[src/rtl/uart_tx_pkg.sv]
package uart_tx_pkg;

    // register addresses on the write bus
    localparam logic [1:0] ADDR_DIVISOR = 2'd0;
    localparam logic [1:0] ADDR_LINE    = 2'd1;
    localparam logic [1:0] ADDR_PUSH    = 2'd2;

    // line-control bit positions
    localparam int LB_TX_EN    = 0;
    localparam int LB_EIGHT    = 2;
    localparam int LB_TWO_STOP = 3;
    localparam int LB_PAR_EN   = 4;
    localparam int LB_ODD      = 5;
    localparam int LB_BREAK    = 9;

    typedef struct packed {
        logic brk;
        logic odd;
        logic par_en;
        logic two_stop;
        logic eight;
        logic tx_en;
    } line_cfg_t;

    typedef enum logic [2:0] {
        ST_IDLE,
        ST_START,
        ST_DATA,
        ST_PARITY,
        ST_STOP,
        ST_BREAK
    } tx_state_e;

endpackage

[src/rtl/uart_tx_fifo.sv]
module uart_tx_fifo #(
    parameter int WIDTH = 8,
    parameter int DEPTH = 16
) (
    input  logic                         clk,
    input  logic                         rst_n,
    input  logic                         push,
    input  logic [WIDTH-1:0]             push_data,
    input  logic                         pop,
    output logic [WIDTH-1:0]             pop_data,
    output logic [$clog2(DEPTH+1)-1:0]   count,
    output logic                         full,
    output logic                         empty
);
    localparam int AW = (DEPTH > 1) ? $clog2(DEPTH) : 1;
    localparam int CW = $clog2(DEPTH+1);

    typedef struct packed {
        logic [AW-1:0] wr_ptr;
        logic [AW-1:0] rd_ptr;
        logic [CW-1:0] count;
    } fifo_state_t;

    fifo_state_t q, d;
    logic [WIDTH-1:0] mem_q [DEPTH];
    logic do_push, do_pop;

    assign full  = (q.count == CW'(DEPTH));
    assign empty = (q.count == '0);

    always_comb begin
        d       = q;
        do_push = push && !full;
        do_pop  = pop && !empty;
        if (do_push) begin
            d.wr_ptr = (q.wr_ptr == AW'(DEPTH-1)) ? '0 : q.wr_ptr + AW'(1);
        end
        if (do_pop) begin
            d.rd_ptr = (q.rd_ptr == AW'(DEPTH-1)) ? '0 : q.rd_ptr + AW'(1);
        end
        case ({do_push, do_pop})
            2'b10:   d.count = q.count + CW'(1);
            2'b01:   d.count = q.count - CW'(1);
            default: d.count = q.count;
        endcase
    end

    always_ff @(posedge clk or negedge rst_n) begin
        if (!rst_n) q <= '0;
        else        q <= d;
    end

    always_ff @(posedge clk) begin
        if (do_push) mem_q[q.wr_ptr] <= push_data;
    end

    assign pop_data = mem_q[q.rd_ptr];
    assign count    = q.count;
endmodule

[src/rtl/uart_tx_baud.sv]
module uart_tx_baud #(
    parameter int PRESCALE  = 4,
    parameter int DIV_W     = 10,
    parameter int DIV_RESET = 7
) (
    input  logic             clk,
    input  logic             rst_n,
    input  logic             div_wr,
    input  logic [DIV_W-1:0] div_wdata,
    output logic             bit_tick,
    output logic             div_busy
);
    localparam int PW = (PRESCALE > 1) ? $clog2(PRESCALE) : 1;

    typedef struct packed {
        logic [PW-1:0]    pre_cnt;
        logic [DIV_W-1:0] div_cnt;
        logic [DIV_W-1:0] active;
        logic [DIV_W-1:0] pending;
        logic             busy;
    } baud_state_t;

    baud_state_t q, d;
    logic ref_tick;

    always_comb begin
        d        = q;
        ref_tick = 1'b0;
        bit_tick = 1'b0;
        // reference tick at 921600 per second
        if (q.pre_cnt == PW'(PRESCALE-1)) begin
            d.pre_cnt = '0;
            ref_tick  = 1'b1;
        end else begin
            d.pre_cnt = q.pre_cnt + PW'(1);
        end
        // bit boundary after active+1 reference ticks
        if (ref_tick) begin
            if (q.div_cnt == q.active) begin
                d.div_cnt = '0;
                bit_tick  = 1'b1;
            end else begin
                d.div_cnt = q.div_cnt + DIV_W'(1);
            end
        end
        // divisor handover only on a bit boundary
        if (div_wr) begin
            d.pending = div_wdata;
            d.busy    = 1'b1;
        end else if (q.busy && bit_tick) begin
            d.active = q.pending;
            d.busy   = 1'b0;
        end
    end

    always_ff @(posedge clk or negedge rst_n) begin
        if (!rst_n) begin
            q         <= '0;
            q.active  <= DIV_W'(DIV_RESET);
            q.pending <= DIV_W'(DIV_RESET);
        end else begin
            q <= d;
        end
    end

    assign div_busy = q.busy;
endmodule

[src/rtl/uart_tx_serial.sv]
module uart_tx_serial
    import uart_tx_pkg::*;
#(
    parameter int DATA_W = 8
) (
    input  logic              clk,
    input  logic              rst_n,
    input  logic              bit_tick,
    input  line_cfg_t         cfg,
    input  logic              fifo_empty,
    input  logic [DATA_W-1:0] fifo_data,
    output logic              fifo_pop,
    output logic              txd,
    output logic              frame_busy,
    output logic              in_break
);
    localparam int CW = $clog2(DATA_W+1);

    typedef struct packed {
        tx_state_e         state;
        logic [DATA_W-1:0] shift;
        logic [CW-1:0]     bit_cnt;
        logic [CW-1:0]     nbits;
        logic              par_en;
        logic              par;
        logic              two_stop;
        logic              stop_left;
        logic              txd;
    } ser_state_t;

    ser_state_t q, d;
    logic launch;
    logic [DATA_W-1:0] mask, masked;

    always_comb begin
        mask   = cfg.eight ? {DATA_W{1'b1}} : {1'b0, {(DATA_W-1){1'b1}}};
        masked = fifo_data & mask;
    end

    always_comb begin
        d        = q;
        launch   = 1'b0;
        fifo_pop = 1'b0;
        if (bit_tick) begin
            case (q.state)
                ST_IDLE: launch = 1'b1;
                ST_START: begin
                    d.txd     = q.shift[0];
                    d.shift   = q.shift >> 1;
                    d.bit_cnt = CW'(1);
                    d.state   = ST_DATA;
                end
                ST_DATA: begin
                    if (q.bit_cnt == q.nbits) begin
                        if (q.par_en) begin
                            d.txd   = q.par;
                            d.state = ST_PARITY;
                        end else begin
                            d.txd       = 1'b1;
                            d.state     = ST_STOP;
                            d.stop_left = q.two_stop;
                        end
                    end else begin
                        d.txd     = q.shift[0];
                        d.shift   = q.shift >> 1;
                        d.bit_cnt = q.bit_cnt + CW'(1);
                    end
                end
                ST_PARITY: begin
                    d.txd       = 1'b1;
                    d.state     = ST_STOP;
                    d.stop_left = q.two_stop;
                end
                ST_STOP: begin
                    if (q.stop_left) d.stop_left = 1'b0;
                    else             launch      = 1'b1;
                end
                ST_BREAK: begin
                    if (!cfg.brk) begin
                        d.txd   = 1'b1;
                        d.state = ST_IDLE;
                    end
                end
                default: begin
                    d.txd   = 1'b1;
                    d.state = ST_IDLE;
                end
            endcase

            // choose what follows an idle bit or a finished frame
            if (launch) begin
                if (cfg.brk) begin
                    d.txd   = 1'b0;
                    d.state = ST_BREAK;
                end else if (cfg.tx_en && !fifo_empty) begin
                    fifo_pop   = 1'b1;
                    d.txd      = 1'b0;
                    d.state    = ST_START;
                    d.shift    = masked;
                    d.nbits    = cfg.eight ? CW'(DATA_W) : CW'(DATA_W-1);
                    d.par_en   = cfg.par_en;
                    d.par      = (^masked) ^ cfg.odd;
                    d.two_stop = cfg.two_stop;
                end else begin
                    d.txd   = 1'b1;
                    d.state = ST_IDLE;
                end
            end
        end
    end

    always_ff @(posedge clk or negedge rst_n) begin
        if (!rst_n) begin
            q       <= '0;
            q.state <= ST_IDLE;
            q.txd   <= 1'b1;
        end else begin
            q <= d;
        end
    end

    assign txd        = q.txd;
    assign frame_busy = (q.state != ST_IDLE) && (q.state != ST_BREAK);
    assign in_break   = (q.state == ST_BREAK);
endmodule

[src/rtl/uart_tx_core.sv]
module uart_tx_core
    import uart_tx_pkg::*;
#(
    parameter int PRESCALE   = 4,
    parameter int DIV_W      = 10,
    parameter int DIV_RESET  = 7,
    parameter int DATA_W     = 8,
    parameter int FIFO_DEPTH = 16
) (
    input  logic                              clk,
    input  logic                              rst_n,
    input  logic                              wr_en,
    input  logic [1:0]                        wr_addr,
    input  logic [((DIV_W > 10) ? DIV_W : 10)-1:0] wr_data,
    output logic                              txd,
    output logic [$clog2(FIFO_DEPTH+1)-1:0]   fifo_index,
    output logic                              div_busy,
    output logic                              tx_busy
);
    typedef struct packed {
        line_cfg_t lcr;
    } core_state_t;

    core_state_t q, d;

    logic              tx_push_req;
    logic              fifo_pop;
    logic              fifo_full;
    logic              fifo_empty;
    logic [DATA_W-1:0] fifo_head;
    logic              bit_tick;
    logic              frame_busy;
    logic              in_break;
    logic              tx_enable;
    logic              div_wr;

    always_comb begin
        d = q;
        if (wr_en && (wr_addr == ADDR_LINE)) begin
            d.lcr.tx_en    = wr_data[LB_TX_EN];
            d.lcr.eight    = wr_data[LB_EIGHT];
            d.lcr.two_stop = wr_data[LB_TWO_STOP];
            d.lcr.par_en   = wr_data[LB_PAR_EN];
            d.lcr.odd      = wr_data[LB_ODD];
            d.lcr.brk      = wr_data[LB_BREAK];
        end
    end

    always_ff @(posedge clk or negedge rst_n) begin
        if (!rst_n) q <= '0;
        else        q <= d;
    end

    assign tx_push_req = wr_en && (wr_addr == ADDR_PUSH);
    assign div_wr      = wr_en && (wr_addr == ADDR_DIVISOR);
    assign tx_enable   = q.lcr.tx_en;

    uart_tx_fifo #(.WIDTH(DATA_W), .DEPTH(FIFO_DEPTH)) u_fifo (
        .clk       (clk),
        .rst_n     (rst_n),
        .push      (tx_push_req),
        .push_data (wr_data[DATA_W-1:0]),
        .pop       (fifo_pop),
        .pop_data  (fifo_head),
        .count     (fifo_index),
        .full      (fifo_full),
        .empty     (fifo_empty)
    );

    uart_tx_baud #(.PRESCALE(PRESCALE), .DIV_W(DIV_W), .DIV_RESET(DIV_RESET)) u_baud (
        .clk       (clk),
        .rst_n     (rst_n),
        .div_wr    (div_wr),
        .div_wdata (wr_data[DIV_W-1:0]),
        .bit_tick  (bit_tick),
        .div_busy  (div_busy)
    );

    uart_tx_serial #(.DATA_W(DATA_W)) u_ser (
        .clk        (clk),
        .rst_n      (rst_n),
        .bit_tick   (bit_tick),
        .cfg        (q.lcr),
        .fifo_empty (fifo_empty),
        .fifo_data  (fifo_head),
        .fifo_pop   (fifo_pop),
        .txd        (txd),
        .frame_busy (frame_busy),
        .in_break   (in_break)
    );

    assign tx_busy = frame_busy || !fifo_empty;
endmodule

[config.mk]
export PLATFORM = sky130hd
export DESIGN_NAME = uart_tx_core
export DESIGN_NICKNAME = d
export VERILOG_FILES = /design/src/rtl/uart_tx_pkg.sv /design/src/rtl/uart_tx_fifo.sv /design/src/rtl/uart_tx_baud.sv /design/src/rtl/uart_tx_serial.sv /design/src/rtl/uart_tx_core.sv
export SDC_FILE = /design/constraint.sdc
export NUM_CORES = 1
export LEC_CHECK = 0
export BUFFER_PORTS_ARGS = -buffer_cell sky130_fd_sc_hd__buf_2
export CAP_MARGIN = 30
export CORE_MARGIN = 4
export CORE_UTILIZATION = 55
export CTS_BUF_LIST = sky130_fd_sc_hd__clkbuf_2 sky130_fd_sc_hd__clkbuf_4 sky130_fd_sc_hd__clkbuf_8
export CTS_CLUSTER_DIAMETER = 150
export DETAILED_ROUTE_END_ITERATION = 8
export GPL_TIMING_DRIVEN = 0
export PLACE_DENSITY = 0.78
export SLEW_MARGIN = 20
export SYNTH_ARGS = -nofsm -noshare
export SYNTH_HDL_FRONTEND = slang
export SYNTH_SLANG_ARGS = --single-unit
[constraint.sdc]
create_clock -name clk -period 4.41 [get_ports clk]
set_input_delay 0.2205 -clock clk [delete_from_list [all_inputs] [get_ports clk]]
set_output_delay 0.2205 -clock clk [all_outputs]
set_load 0.02 [all_outputs]
### Word level (Yosys, flattened, before mapping)

Memory sizes are Yosys's and may differ from the RTL's.
Cells that the tools add are included.

| word-level totals | value |
|---|---|
| word-level logic and storage cells | 126 |
| RAM bits | 128 |
| memories kept | 1 |
| input bits | 15 |
| register bits after elaboration | 76 |
| output and inout bits | 8 |

Memory list:

| name | depth | width | read ports | clocked after Yosys merged registers in | wr ports | line | text |
|---|---|---|---|---|---|---|---|
| u_fifo.mem_q | 16 | 8 | 1 | 0 | 1 | uart_tx_fifo.sv:25 | `logic [WIDTH-1:0] mem_q [DEPTH];` |

| cells by class | value |
|---|---|
| equal/unequal tests | 22 |
| reduce and logical (&&, ||, !) cells | 27 |
| add/sub/neg operators | 7 |
| multiplexer cells | 42 |
| bitwise gates (word level) | 4 |

Operators by type and width:

| cell | count |
|---|---|
| 2-to-1 mux 8 bit | 3 |
| case mux 12 bit (2 select lines) | 1 |
| 2-to-1 mux 1 bit | 22 |
| case mux 3 bit (5 select lines) | 1 |
| adder 4 x 1 -> 4 bit (second input constant) | 3 |
| 2-to-1 mux 12 bit | 1 |
| 2-to-1 mux 3 bit | 4 |
| 2-to-1 mux 4 bit | 3 |
| AND reduction 4 bit | 3 |
| 2-to-1 mux 11 bit | 1 |
| adder 10 x 1 -> 10 bit (second input constant) | 1 |
| equality test 10 bit | 1 |
| 2-to-1 mux 10 bit | 1 |
| case mux 5 bit (2 select lines) | 1 |
| AND 8 bit | 1 |
| equality test 4 bit (second input constant) | 2 |
| logical AND 1 bit | 8 |
| parity 8 bit | 1 |
| equality test 2 bit (second input constant) | 3 |
| equality test 3 x 2 -> 1 bit (second input constant) | 2 |
| equality test 3 bit (second input constant) | 2 |
| AND reduction 3 bit | 2 |
| nonzero test 2 bit | 3 |
| nonzero test 3 bit | 2 |
| other kinds (25) | 30 |

### Depth between registers and ports, before layout

| logic depth | value |
|---|---|
| depth in word-level cells | 10 |
| mapped depth | 14 |
| gate-level depth less buffers | 12 |

### Cells and area by module

A second synthesis with hierarchy kept.

| unflattened totals | value |
|---|---|
| cells, all modules | 580 |
| area total of the unflattened synthesis | 8866.0 um^2 |

By module, submodules not included:

| module | seq. area each (um^2) | cells an instance | area an instance (um^2) | times used |
|---|---|---|---|---|
| uart_tx_fifo | 4169.0 | 316 | 5803.1 | 1 |
| uart_tx_baud | 833.3 | 118 | 1491.4 | 1 |
| uart_tx_serial | 551.8 | 130 | 1310.0 | 1 |
| uart_tx_core | 150.1 | 16 | 261.5 | 1 |

### Worst setup path before layout

No wires, ideal clock.

| timing path | value |
|---|---|
| kind | register -> register |
| start point | register u_baud.q[13] in the netlist's numbering |
| end point | register u_fifo.q, in the netlist u_fifo.count[4] |
| data required time | 4285 ps |
| setup time | 125 ps |
| arrival time | 3246 ps |
| cell stages (with the launch flop) | 14 |
| path buffers | 1 |
| path slack | 1038 ps |
| period minus slack after synthesis | 3372 ps |
| cells stage by stage | dfstp_2 > xnor2_1 > nand4_1 > nor4_1 > nand2_1 > nor2_1 > buf_2 > ha_1 > ha_1 > a21o_1 > a21oi_1 > xor2_1 > nor2_1 > xor2_1 |

| on the way | value |
|---|---|
| longest elaborated chain between the ends | 7 |
| elaborated cells on any way between the ends | 9 |
| classes of those cells | eq/ne: 3; mux: 4; reduce/logical: 2 |

Ends and longest elaborated chain:

| item | line | text |
|---|---|---|
| from (decl) | uart_tx_baud.sv:23 | `baud_state_t q, d;` |
| equality test 10 bit * | uart_tx_baud.sv:39 | `if (q.div_cnt == q.active) begin` |
| 2-to-1 mux 1 bit * | uart_tx_baud.sv:39 |  |
| 2-to-1 mux 1 bit * | uart_tx_baud.sv:38 | `if (ref_tick) begin` |
| 2-to-1 mux 1 bit * | uart_tx_serial.sv:44 | `if (bit_tick) begin` |
| logical AND 1 bit * | uart_tx_fifo.sv:34 | `do_pop = pop && !empty;` |
| net u_fifo.do_pop | uart_tx_fifo.sv:26 | `logic do_push, do_pop;` |
| equality test 2 x 1 -> 1 bit / equality test 2 bit (equally long branches) | uart_tx_fifo.sv:41 | `case ({do_push, do_pop})` |
| case mux 5 bit (2 select lines) / nonzero test 2 bit (equally long branches) | n/a |  |
| to (signal assigned) | uart_tx_fifo.sv:49 | `if (!rst_n) q <= '0;` |
| to (signal assigned) | uart_tx_fifo.sv:50 | `else q <= d;` |
| to (decl) | uart_tx_fifo.sv:24 | `fifo_state_t q, d;` |

Mark *: on every way through the listed nets, which the timed path passes. The rest lies on a longest branch.
A chain may end at the register's enable or synchronous reset.

### Worst setup path in the final report

| timing path | value |
|---|---|
| start point | register u_baud.q[30] in the netlist's numbering |
| end point | register u_fifo.q, in the netlist u_fifo.count[4] |

The elaborated chain is that of the path after synthesis.

==> implementation parameters <==
Parameter                              Value

Setup path
  Required time at the worst-slack endpoint ... between 4 and 5 ns
  Setup crit end kind ... register
  Slowest stage cell, crit path ... sky130_fd_sc_hd__nor4_2
  Critical Path Source Type ... register
  Longest individual stage delay on the worst path ... between 0.4 and 0.5 ns
  Worst-case register-to-register setup slack ... ~0.52 ns
  Start of the worst register-to-register path ... u_baud.q[30]
  Number of cell instances on the worst register-to-register path ... 13
  Biggest fanout along the worst timing path ... 10
  Launching instance or port of the critical path ... u_baud.q[30]
  Family of cells with the greatest summed delay on the critical path ... simple AND/OR/NAND/NOR gates
  Number of buffer and inverter stages on the critical path ... 1
  Arrival time of data at the critical path endpoint ... between 4 and 5 ns
  Crit path depth ... 13
  Worst reg2reg endpoint ... u_fifo.count[4]
  Cells along the critical path ... xnor2_1, nand4_1, nor4_2, nand2_1, nor2_1, buf_2, ha_1, ha_1, a21o_1, a21oi_1, xor2_1, nor2_1, xor2_1
  Class of the most critical setup path ... reg2reg

Cells and area
  Core utilization of the finished layout ... around 64%
  Net count reported at finish ... 677
  Share of layout cells above drive strength 1 ... between 20% and 30%
  Filler cell count in the final layout ... roughly 1100
  Synth-to-Final Area Change ... 12.16%
  Cell area after layout ... between 9000 and 10000 sq um
  Diode count ... 0
  Multi-input combinational cell area ... 2894 sq um
  Total area of sequential cells ... 5704 sq um
  Final cell count without fillers ... approximately 890

Floorplanning
  Effective utilization at floorplan ... 57.09%
  Full die area ... 18100 sq um
  Number of placement rows ... 45
  Number of ports placed on the die boundary ... 23
  Die Height ... 134.5 um
  Core area ... 15430 sq um
  Horiz. Die Dim ... around 130 um

GRT
  Number of global-route vias before repair ... around 5300
  Overall overflow remaining after global route ... 0
  GRT Total Usage ... between 20% and 30%
  Wire length of the first global-routing pass ... roughly 29000 um
  Number of antenna violations at the first check in global routing ... 0
  Largest net degree at the start of global routing ... 54

Timing
  Number of hold violations in the final report ... 0
  Post-layout minimum cycle time ... 3.890 ns
  Transition time at the pin with the least slew margin ... between 0.8 and 0.9 ns
  Setup repair after global routing missed its margin ... false
  Post-Route Hold Slack ... 0.05869 ns
  Setup violations, final ... 0
  Upper clock frequency limit ... about 0.26 GHz
  Setup Total Neg Slack ... 0 ns
  Crit share post-route ... 88.20%
  Clk_skew ... ~0.032 ns
  Final slew viol count ... 0
  Headroom to the max-slew limit ... approximately two fifths
  Fin worst setup slack ... about 0.52 ns

Synth
  Sequential element share of the synthesized area ... 64.77%
  Total of warnings raised by yosys ... 0
  Leading cell type by number of instances after synthesis ... sky130_fd_sc_hd__edfxtp_1
  Nets in the synthesized netlist ... between 600 and 700
  Count of cell types in the netlist ... between 50 and 60
  Async SR Flop Fraction ... between 30 and 40%
  Count of flip-flops with a built-in enable after synthesis ... approximately 130
  Share of Yosys cell area claimed by the top area cell type ... 43.64%
  Most used flip-flop cell after synthesis ... sky130_fd_sc_hd__edfxtp_1
  Syn Std Cell Area ... between 8000 and 9000 sq um
  Synthesized area per cell ... 14.93 sq um
  Main area contributors after synthesis ... sky130_fd_sc_hd__edfxtp_1 44%, sky130_fd_sc_hd__dfrtp_1 19%, sky130_fd_sc_hd__mux4_2 7.2%, sky130_fd_sc_hd__mux2_2 2.4%, sky130_fd_sc_hd__mux2i_1 2.4%
  Total of flip-flops plus latches after synthesis ... between 200 and 250
  Gate Count Post-Synth ... 590
  Synth area leader ... sky130_fd_sc_hd__edfxtp_1
  Top post-synthesis cells by count ... 128 x sky130_fd_sc_hd__edfxtp_1, 67 x sky130_fd_sc_hd__dfrtp_1, 40 x sky130_fd_sc_hd__nand2_1

Placement
  Placed insts ... roughly 800
  Cell area after placement ... approximately 9200 sq um
  HPWL reported at the end of detailed placement ... about 12000 um
  Pre-CTS worst setup slack ... between 0.3 and 0.4 ns
  Count of input and output buffers ... 22
  Final weighted congestion of routability-driven global placement ... 0.8602

Clock tree
  Clock network latency to the later pin of the worst-skew pair ... approximately 0.57 ns
  # H-tree levels ... 1
  Clock transition at path regs ... around 0.060 ns
  CTS Root Buffer Type ... sky130_fd_sc_hd__clkbuf_8
  Num Clock Sinks ... between 200 and 250
  Cts bufs inserted ... 31
  Post-CTS Setup Inserts ... 0
  Clock tree from TritonCTS ... built
  Maximum buffer depth of the clock tree ... 3

Power
  Power density normalized to cell area ... a little over 500 nW/um^2
  Cell leakage power ... 3.655 nW
  VDD IR-drop max ... ~0.31 mV
  Total power consumption of the routed design ... ~5.1 mW

Hold path
  Path type of the worst min-delay path ... in2reg
  Hold path cells ... 1
  Hold path start ... wr_data[6]
  Destination of the worst hold path ... u_fifo.mem_q[9][6]

Drt
  Total wire length ... ~18000 um
  DRT Pass-1 Iters ... 5
  Drt via density ... ~5.9
  Final antenna-violating net count ... 0
  Drt initial violations ... between 500 and 600
  Detailed-route wire length per cell ... just over 20 um
  Detailed-route via count ... roughly 5200
  DRC ... 0

Outcome
  Outcome ... finished clean

Run
  Maxcap violations ... 0
## worst max path at each step
stage                      end
2_1_floorplan  u_fifo.count[4]
3_3_place_gp   u_fifo.count[4]
3_5_place_dp   u_fifo.count[4]
4_1_cts        u_fifo.count[4]
5_1_grt        u_fifo.count[4]
6_report       u_fifo.count[4]
## registers in the layout, indices dropped and copies added, names as in the netlist
name	count
tx_enable	1
u_fifo.mem_q	128
u_fifo.q	8
u_baud.div_busy	1
u_baud.q	32
u_ser.q	21
q	5
u_fifo.count	5
u_ser.txd	1
## final cells by class
cell class / count / area share [%]
well taps: 211 / 2.673
multi-input cells: 349 / 29.30
flip-flops and latches: 202 / 57.75
clock inverters: 21 / 1.545
clock buffers: 37 / 4.839
repair buffers: 26 / 1.723
inverters: 10 / 0.3800
plain buffers: 29 / 1.799
## logic make-up (layout without fill, tap and decap cells)
family | after synthesis | after routing | synth area share, %
and+or+nand+nor | 139 | 139 | 7.856
muxes | 86 | 86 | 14.45
buffers and inverters | 39 | 123 | 2.443
xor gates and xnor gates | 30 | 30 | 2.983
DFF | 202 | 202 | 64.77
adders and majority gates | 13 | 13 | 1.932
AOI/OAI and AO/OA | 81 | 81 | 5.569
## report_power, final
| part | total (mW) | internal, mW | switching, mW |
|---|---|---|---|
| Sequential | 2.44 | 2.24 | 0.191 |
| Clock | 1.55 | 0.839 | 0.713 |
| Combinational | 1.13 | 0.520 | 0.609 |
## worst register-to-register path, cell delays in order, from the launching register on
cell	delay, ns
sky130_fd_sc_hd__dfrtp_1	0.41
sky130_fd_sc_hd__xnor2_1	0.26
sky130_fd_sc_hd__nand4_1	0.15
sky130_fd_sc_hd__nor4_2	0.49
sky130_fd_sc_hd__nand2_1	0.38
sky130_fd_sc_hd__nor2_1	0.37
sky130_fd_sc_hd__buf_2	0.35
sky130_fd_sc_hd__ha_1	0.34
sky130_fd_sc_hd__ha_1	0.31
sky130_fd_sc_hd__a21o_1	0.17
sky130_fd_sc_hd__a21oi_1	0.17
sky130_fd_sc_hd__xor2_1	0.16
sky130_fd_sc_hd__nor2_1	0.07
sky130_fd_sc_hd__xor2_1	0.15
## cell usage in the layout, fill, tap and decap left out, types with 21 or more instances in the layout
master,n
sky130_fd_sc_hd__edfxtp_1,128
sky130_fd_sc_hd__xnor2_1,21
sky130_fd_sc_hd__nand2_1,40
sky130_fd_sc_hd__mux4_2,28
sky130_fd_sc_hd__buf_2,27
sky130_fd_sc_hd__mux2i_1,21
sky130_fd_sc_hd__dfrtp_1,67
sky130_fd_sc_hd__clkbuf_8,32
sky130_fd_sc_hd__a21oi_1,25
sky130_fd_sc_hd__nor2_1,30
## what timing repair did
item,in CTS,in global routing
resized for setup,0,1
hold endpoints to repair,70,0
hold buffers,3,0
setup endpoints to repair,0,1
## routing by layer
| metal | share of wire [%] | GRT usage (%) | wire [um] |
|---|---|---|---|
| met5 | 0 | 0 | 0 |
| met4 | 1.8 | 5.260 | 325 |
| met3 | 6.3 | 3.130 | 1150 |
| met2 | 50 | 34.97 | 9116 |
| met1 | 42 | 28.97 | 7595 |
(Power assumes the default switching activity.)
